--- src/rtl/dma_arb_pkg.sv ---
package dma_arb_pkg;
  localparam int NCH    = 4;
  localparam int SRC_W  = 3;
  localparam int SLOT_W = 3;
  localparam logic [SRC_W-1:0]  SRC_AUX  = SRC_W'(NCH);
  localparam logic [SRC_W-1:0]  SRC_CPU  = SRC_W'(NCH + 1);
  localparam logic [SRC_W-1:0]  SRC_NONE = '1;
  localparam logic [SLOT_W-1:0] SLOT_LOW = SLOT_W'(NCH);
endpackage

--- src/rtl/arb_cfg_reg.sv ---
module arb_cfg_reg
  import dma_arb_pkg::*;
(
  input  logic              clk,
  input  logic              rst,
  input  logic              we,
  input  logic [SLOT_W-1:0] slot_in,
  input  logic              cpu_in,
  output logic [SLOT_W-1:0] slot_q,
  output logic              cpu_first_q
);
  // Out-of-range slot values are folded to the lowest slot at write time.
  logic [SLOT_W-1:0] slot_fold;
  assign slot_fold = (slot_in > SLOT_LOW) ? SLOT_LOW : slot_in;

  always_ff @(posedge clk) begin
    if (rst) begin
      slot_q      <= SLOT_LOW;
      cpu_first_q <= 1'b0;
    end else if (we) begin
      slot_q      <= slot_fold;
      cpu_first_q <= cpu_in;
    end
  end
endmodule

--- src/rtl/arb_pick.sv ---
module arb_pick
  import dma_arb_pkg::*;
(
  input  logic [NCH-1:0]    ch_req,
  input  logic              aux_req,
  input  logic              cpu_req,
  input  logic              mem_ready,
  input  logic [SLOT_W-1:0] slot,
  input  logic              cpu_first,
  output logic [SRC_W-1:0]  win_src
);
  logic             dma_hit;
  logic [SRC_W-1:0] dma_src;

  // Walk the DMA ranking; at position k the auxiliary port sits above channel k.
  always_comb begin
    dma_hit = 1'b0;
    dma_src = SRC_NONE;
    for (int k = 0; k <= NCH; k++) begin
      if (!dma_hit && aux_req && (int'(slot) == k)) begin
        dma_hit = 1'b1;
        dma_src = SRC_AUX;
      end
      if (k < NCH) begin
        if (!dma_hit && ch_req[k]) begin
          dma_hit = 1'b1;
          dma_src = SRC_W'(k);
        end
      end
    end
  end

  always_comb begin
    if (!mem_ready)                win_src = SRC_NONE;
    else if (cpu_first && cpu_req) win_src = SRC_CPU;
    else if (dma_hit)              win_src = dma_src;
    else if (cpu_req)              win_src = SRC_CPU;
    else                           win_src = SRC_NONE;
  end
endmodule

--- src/rtl/arb_issue.sv ---
module arb_issue
  import dma_arb_pkg::*;
#(
  parameter int AW = 32,
  parameter int DW = 32
) (
  input  logic              clk,
  input  logic              rst,
  input  logic [SRC_W-1:0]  win_src,
  input  logic              aux_req,
  input  logic [NCH-1:0]    ch_we,
  input  logic [NCH*AW-1:0] ch_addr,
  input  logic [NCH*DW-1:0] ch_wdata,
  input  logic              aux_we,
  input  logic [AW-1:0]     aux_addr,
  input  logic [DW-1:0]     aux_wdata,
  input  logic              cpu_we,
  input  logic [AW-1:0]     cpu_addr,
  input  logic [DW-1:0]     cpu_wdata,
  output logic              mem_valid,
  output logic              mem_we,
  output logic [AW-1:0]     mem_addr,
  output logic [DW-1:0]     mem_wdata,
  output logic [SRC_W-1:0]  mem_src,
  output logic [NCH-1:0]    ch_gnt,
  output logic              aux_gnt,
  output logic              aux_wait,
  output logic              cpu_gnt
);
  logic          sel_we;
  logic [AW-1:0] sel_addr;
  logic [DW-1:0] sel_wdata;
  logic [NCH-1:0] ch_hit;

  genvar gi;
  generate
    for (gi = 0; gi < NCH; gi++) begin : g_hit
      assign ch_hit[gi] = (win_src == SRC_W'(gi));
    end
  endgenerate

  always_comb begin
    sel_we    = 1'b0;
    sel_addr  = '0;
    sel_wdata = '0;
    if (win_src == SRC_AUX) begin
      sel_we = aux_we; sel_addr = aux_addr; sel_wdata = aux_wdata;
    end else if (win_src == SRC_CPU) begin
      sel_we = cpu_we; sel_addr = cpu_addr; sel_wdata = cpu_wdata;
    end else begin
      for (int i = 0; i < NCH; i++) begin
        if (ch_hit[i]) begin
          sel_we    = ch_we[i];
          sel_addr  = ch_addr[i*AW +: AW];
          sel_wdata = ch_wdata[i*DW +: DW];
        end
      end
    end
  end

  always_ff @(posedge clk) begin
    if (rst) begin
      mem_valid <= 1'b0;
      mem_we    <= 1'b0;
      mem_addr  <= '0;
      mem_wdata <= '0;
      mem_src   <= SRC_NONE;
      ch_gnt    <= '0;
      aux_gnt   <= 1'b0;
      aux_wait  <= 1'b0;
      cpu_gnt   <= 1'b0;
    end else begin
      mem_valid <= (win_src != SRC_NONE);
      mem_we    <= sel_we;
      mem_addr  <= sel_addr;
      mem_wdata <= sel_wdata;
      mem_src   <= win_src;
      ch_gnt    <= ch_hit;
      aux_gnt   <= (win_src == SRC_AUX);
      aux_wait  <= aux_req && (win_src != SRC_AUX);
      cpu_gnt   <= (win_src == SRC_CPU);
    end
  end
endmodule

--- src/rtl/dma_port_arbiter.sv ---
module dma_port_arbiter
  import dma_arb_pkg::*;
#(
  parameter int AW = 32,
  parameter int DW = 32
) (
  input  logic              clk,
  input  logic              rst,
  input  logic              cfg_we,
  input  logic [SLOT_W-1:0] cfg_aux_slot,
  input  logic              cfg_cpu_first,
  input  logic [NCH-1:0]    ch_arm,
  input  logic [NCH-1:0]    ch_trig,
  input  logic [NCH-1:0]    ch_we,
  input  logic [NCH*AW-1:0] ch_addr,
  input  logic [NCH*DW-1:0] ch_wdata,
  input  logic              aux_req,
  input  logic              aux_we,
  input  logic [AW-1:0]     aux_addr,
  input  logic [DW-1:0]     aux_wdata,
  input  logic              cpu_req,
  input  logic              cpu_we,
  input  logic [AW-1:0]     cpu_addr,
  input  logic [DW-1:0]     cpu_wdata,
  input  logic              mem_ready,
  output logic              mem_valid,
  output logic              mem_we,
  output logic [AW-1:0]     mem_addr,
  output logic [DW-1:0]     mem_wdata,
  output logic [SRC_W-1:0]  mem_src,
  output logic [NCH-1:0]    ch_gnt,
  output logic              aux_gnt,
  output logic              aux_wait,
  output logic              cpu_gnt
);
  logic [SLOT_W-1:0] cfg_slot_q;
  logic              cfg_cpu_q;
  logic [SRC_W-1:0]  win_src;
  logic [NCH-1:0]    ch_req;

  assign ch_req = ch_arm & ch_trig;

  arb_cfg_reg u_cfg (
    .clk(clk), .rst(rst), .we(cfg_we), .slot_in(cfg_aux_slot),
    .cpu_in(cfg_cpu_first), .slot_q(cfg_slot_q), .cpu_first_q(cfg_cpu_q)
  );

  arb_pick u_pick (
    .ch_req(ch_req), .aux_req(aux_req), .cpu_req(cpu_req),
    .mem_ready(mem_ready), .slot(cfg_slot_q), .cpu_first(cfg_cpu_q),
    .win_src(win_src)
  );

  arb_issue #(.AW(AW), .DW(DW)) u_issue (
    .clk(clk), .rst(rst), .win_src(win_src), .aux_req(aux_req),
    .ch_we(ch_we), .ch_addr(ch_addr), .ch_wdata(ch_wdata),
    .aux_we(aux_we), .aux_addr(aux_addr), .aux_wdata(aux_wdata),
    .cpu_we(cpu_we), .cpu_addr(cpu_addr), .cpu_wdata(cpu_wdata),
    .mem_valid(mem_valid), .mem_we(mem_we), .mem_addr(mem_addr),
    .mem_wdata(mem_wdata), .mem_src(mem_src), .ch_gnt(ch_gnt),
    .aux_gnt(aux_gnt), .aux_wait(aux_wait), .cpu_gnt(cpu_gnt)
  );
endmodule

--- config.mk ---
export PLATFORM = sky130hd
export DESIGN_NAME = dma_port_arbiter
export DESIGN_NICKNAME = d
export VERILOG_FILES = /design/src/rtl/dma_arb_pkg.sv /design/src/rtl/arb_cfg_reg.sv /design/src/rtl/arb_pick.sv /design/src/rtl/arb_issue.sv /design/src/rtl/dma_port_arbiter.sv
export SDC_FILE = /design/constraint.sdc
export NUM_CORES = 1
export LEC_CHECK = 0
export BUFFER_PORTS_ARGS = -buffer_cell sky130_fd_sc_hd__buf_4
export CELL_PAD_IN_SITES_DETAIL_PLACEMENT = 1
export CELL_PAD_IN_SITES_GLOBAL_PLACEMENT = 1
export CORE_AREA = 2 2 185 187
export DETAILED_ROUTE_END_ITERATION = 6
export DIE_AREA = 0 0 187 189
export GPL_TIMING_DRIVEN = 0
export PLACE_DENSITY_LB_ADDON = 0.1
export SYNTH_ARGS = -nofsm -noshare
export SYNTH_HDL_FRONTEND = slang
export SYNTH_SLANG_ARGS = --single-unit
--- constraint.sdc ---
create_clock -name clk -period 2.3 [get_ports clk]
set_input_delay 0.23 -clock clk [delete_from_list [all_inputs] [get_ports clk]]
set_output_delay 0.23 -clock clk [all_outputs]
set_load 0.01 [all_outputs]
==> impl_metrics.json <==
{
  "status": "finished, final reports clean",
  "post-route-min-period_ps": 2220,
  "synth_edf_count": 0,
  "arrival_ps": 2480,
  "hold_buffers": 0,
  "finalHoldViolations": 0,
  "clk_pin_slew_worst_paths_ps": 70,
  "relSlewSlack": 0.441,
  "finalMaxSlewViolations": 0,
  "dpl_cell_area_um2": 9880,
  "tightest_slew_ps": 838,
  "worstPathRequired_ps": 2560,
  "synth_seq_area_share": 0.281,
  "p_switching_mw": 1.77,
  "clock_path_buffers": 2,
  "met1_usage": 0.225,
  "htree_levels": 3,
  "clk_latency_ps": 360,
  "clkPwrFrac": 0.301,
  "synthCells": 634,
  "initial_core_util": 0.171,
  "busiest_layer": "met2",
  "p_leak_nw": 4.79,
  "synth.ff_latch_count": 80,
  "clock-root-buffer": "clkbuf_16",
  "die_h_um": 189,
  "cts.sinks": 80,
  "intPower_mw": 3.58,
  "async_flop_share": 0,
  "synth_warnings": 0,
  "hpwl_um": 31200,
  "grt_start_max_net_pins": 14,
  "min_path_type": "input port to register",
  "initialDrtViolationCount": 234,
  "combPwrFrac": 0.411,
  "pre_cts_ws_ps": -500,
  "cp-end-kind": "register",
  "synth_top_flop_cell": "dfxtp_1",
  "synth.avg_cell_area_um2": 8.98,
  "synth_nets": 1042,
  "grt.total_usage": 0.205,
  "cts_tree": "done",
  "cp_max_fo": 10,
  "vias": 7211,
  "finalSetupViolations": 0,
  "gr-usage-met3": 0.0647,
  "layout_setup_ws_ps": 81.3,
  "fin_crit_sh": 0.965,
  "finClkSkew_ps": 7.19,
  "antenna_found_initial": 4,
  "layout-drive-gt1-share": 0.554,
  "area_growth_pct": 83.6,
  "switching_share": 0.330,
  "grt_pass1_vias": 7971,
  "ir_drop_mv": 0.330,
  "nFillCells": 4010,
  "grt-ovfl-total": 0,
  "fin_nets": 1544,
  "grtUsageMet2": 0.384,
  "drv_cap": 0,
  "finish.instance_area_um2": 10400,
  "p_seq_frac": 0.289,
  "finalWirelength_um": 37400,
  "start_kind": "register",
  "cts_buffers": 9,
  "portBuffers": 483,
  "fp.dieW_um": 187,
  "firstDrtPassIters": 6,
  "drc": 0,
  "synthesis.area_um2": 5690,
  "post_drt_wl_per_cell_um": 23.5,
  "core_region_area_um2": 33300,
  "ant_nets": 0,
  "critical_path_class": "register to register",
  "avgViaCountPerCell": 4.54,
  "yosysUniqueCellTypes": 49,
  "grt_pass1_wl_um": 53300,
  "max_clock_freq_mhz": 451,
  "powerDensity_nw_per_um2": 512,
  "ioPinCount": 484,
  "row_count": 67,
  "dieArea_um2": 35300,
  "gp_congestion": 0.803
}
-- stage by stage --
step / util / instances / hold WS (ps) / setup TNS, ps / total power [mW]
6_report: 0.314 / 1590 / 101 / 0 / 5.35
5_1_grt: 0.314 / 1590 / 86.7 / -344 / 5.66
4_1_cts: 0.308 / 1581 / 77.5 / -89.9 / 5.40
3_5_place_dp: 0.297 / 1565 / 466 / -12820 / 3.73
3_3_place_gp: 0.297 / 1565 / 463 / -10720 / 3.72
2_1_floorplan: - / 634 / 348 / 0 / 2.59
-- power groups by stage --
stage / clock network, mW / logic, mW / registers, mW
floorplan: 0 / 0.953 / 1.63
global placement: 0 / 2.15 / 1.58
detailed placement: 0 / 2.16 / 1.58
CTS: 1.66 / 2.19 / 1.55
global route: 1.72 / 2.39 / 1.56
finish: 1.61 / 2.20 / 1.54
-- Yosys cell counts (all sizes together) (2+ instances only) --
cell | count | area, um2
a311oi | 37 | 324
mux4 | 28 | 631
and4 | 2 | 17.5
a211oi | 64 | 576
nor3 | 31 | 155
buf | 37 | 265
o21ai | 29 | 145
a21oi | 5 | 25.0
or2 | 2 | 12.5
nor2 | 6 | 25.0
nand2b | 4 | 32.5
mux2i | 39 | 390
nand2 | 110 | 420
nand3b | 2 | 15.0
and2 | 29 | 184
and3 | 38 | 238
dfxtp | 80 | 1600
o2111ai | 2 | 30.0
clkbuf | 35 | 135
o22a | 37 | 324
-- repair_timing --
item                                    in CTS  in global routing
endpoints found under the setup margin      62                 58
setup buffers                                0                  8
pin swaps                                    0                  2
hold endpoints to repair                     0                  0
gates resized for setup                     32                 48
-- kinds of logic (layout without fill, tap and decap cells) --
| group | after synthesis | count (layout) | share of synthesized area |
|---|---|---|---|
| AO/OA/AOI/OAI | 183 | 183 | 0.266 |
| buffers and inverters | 73 | 580 | 0.0710 |
| flip-flops | 80 | 80 | 0.281 |
| multiplexers | 67 | 67 | 0.179 |
| other | 0 | 1 | 0 |
| AND/OR/NAND/NOR | 231 | 231 | 0.202 |
-- layout by cell type, fill, tap and decap left out, types with 2 or more instances in the layout --
cell	count
clkbuf_8	2
a211oi_2	19
buf_2	12
a211oi_1	45
o22a_1	37
and3_1	38
clkbuf_16	9
nand2b_1	3
nand3b_1	2
dfxtp_2	2
a21oi_1	4
dfxtp_1	77
o21ai_0	17
buf_12	3
and2_1	28
buf_6	12
nor2_1	4
and4_1	2
mux2i_1	39
nor3_1	29
o21ai_1	10
buf_4	499
clkbuf_4	8
nand2_1	108
o21ai_2	2
clkbuf_2	11
a311oi_1	33
a311oi_2	4
clkbuf_1	18
nor3_2	2
mux4_2	28
-- path summary, 6_finish.rpt --
kind                                  startpoint  depth (start not counted)                               to  slack, ps
hold reg to reg     u_cfg.slot_q[0]$_SDFFE_PP0P_                          2     u_cfg.slot_q[0]$_SDFFE_PP0P_        500
setup / recovery  u_cfg.cpu_first_q$_SDFFE_PP0P_                          8  u_issue.mem_wdata[3]$_SDFF_PP0_         80
setup reg to reg  u_cfg.cpu_first_q$_SDFFE_PP0P_                          8  u_issue.mem_wdata[3]$_SDFF_PP0_         80
hold / removal                   cfg_aux_slot[2]                          2     u_cfg.slot_q[2]$_SDFFE_PP1P_        100
-- cell type report --
| class | instances | area, um2 | share of cell area |
|---|---|---|---|
| diodes | 1 | 2.50 | 0.000240 |
| plain buffers | 72 | 498 | 0.0477 |
| clock buffers | 12 | 256 | 0.0246 |
| clock inverters | 4 | 51.3 | 0.00491 |
| inverters | 1 | 3.75 | 0.000359 |
| multi-input cells | 481 | 3780 | 0.362 |
| flip-flops and latches | 80 | 1610 | 0.154 |
| well taps | 448 | 561 | 0.0537 |
| repair buffers | 491 | 3690 | 0.353 |
-- critical path, cell delays in order (launching register included) --
cell	delay, ps
dfxtp_1	350
a21boi_4	240
o21a_1	250
a32o_1	220
buf_6	200
nand2_4	130
buf_2	240
o22a_1	210
a311oi_2	290
-- registers in the layout (all words and copies together), names as in the netlist --
signal and cells:
u_issue.mem_we 1, u_issue.cpu_gnt 1, u_issue.aux_wait 1, u_issue.ch_gnt 4
u_issue.mem_src 3, u_issue.mem_addr 32, u_cfg.slot_q 3, u_issue.mem_wdata 32
u_cfg.cpu_first_q 1, u_issue.mem_valid 1, u_issue.aux_gnt 1
-- routing by layer --
layer  part of all wire  vias up
met3              0.074       31
met4              0.015        6
met2               0.52      299
met5            0.00083        -
met1               0.39     3450
li1                   -     3425
Power figures use the tool's default switching activity.
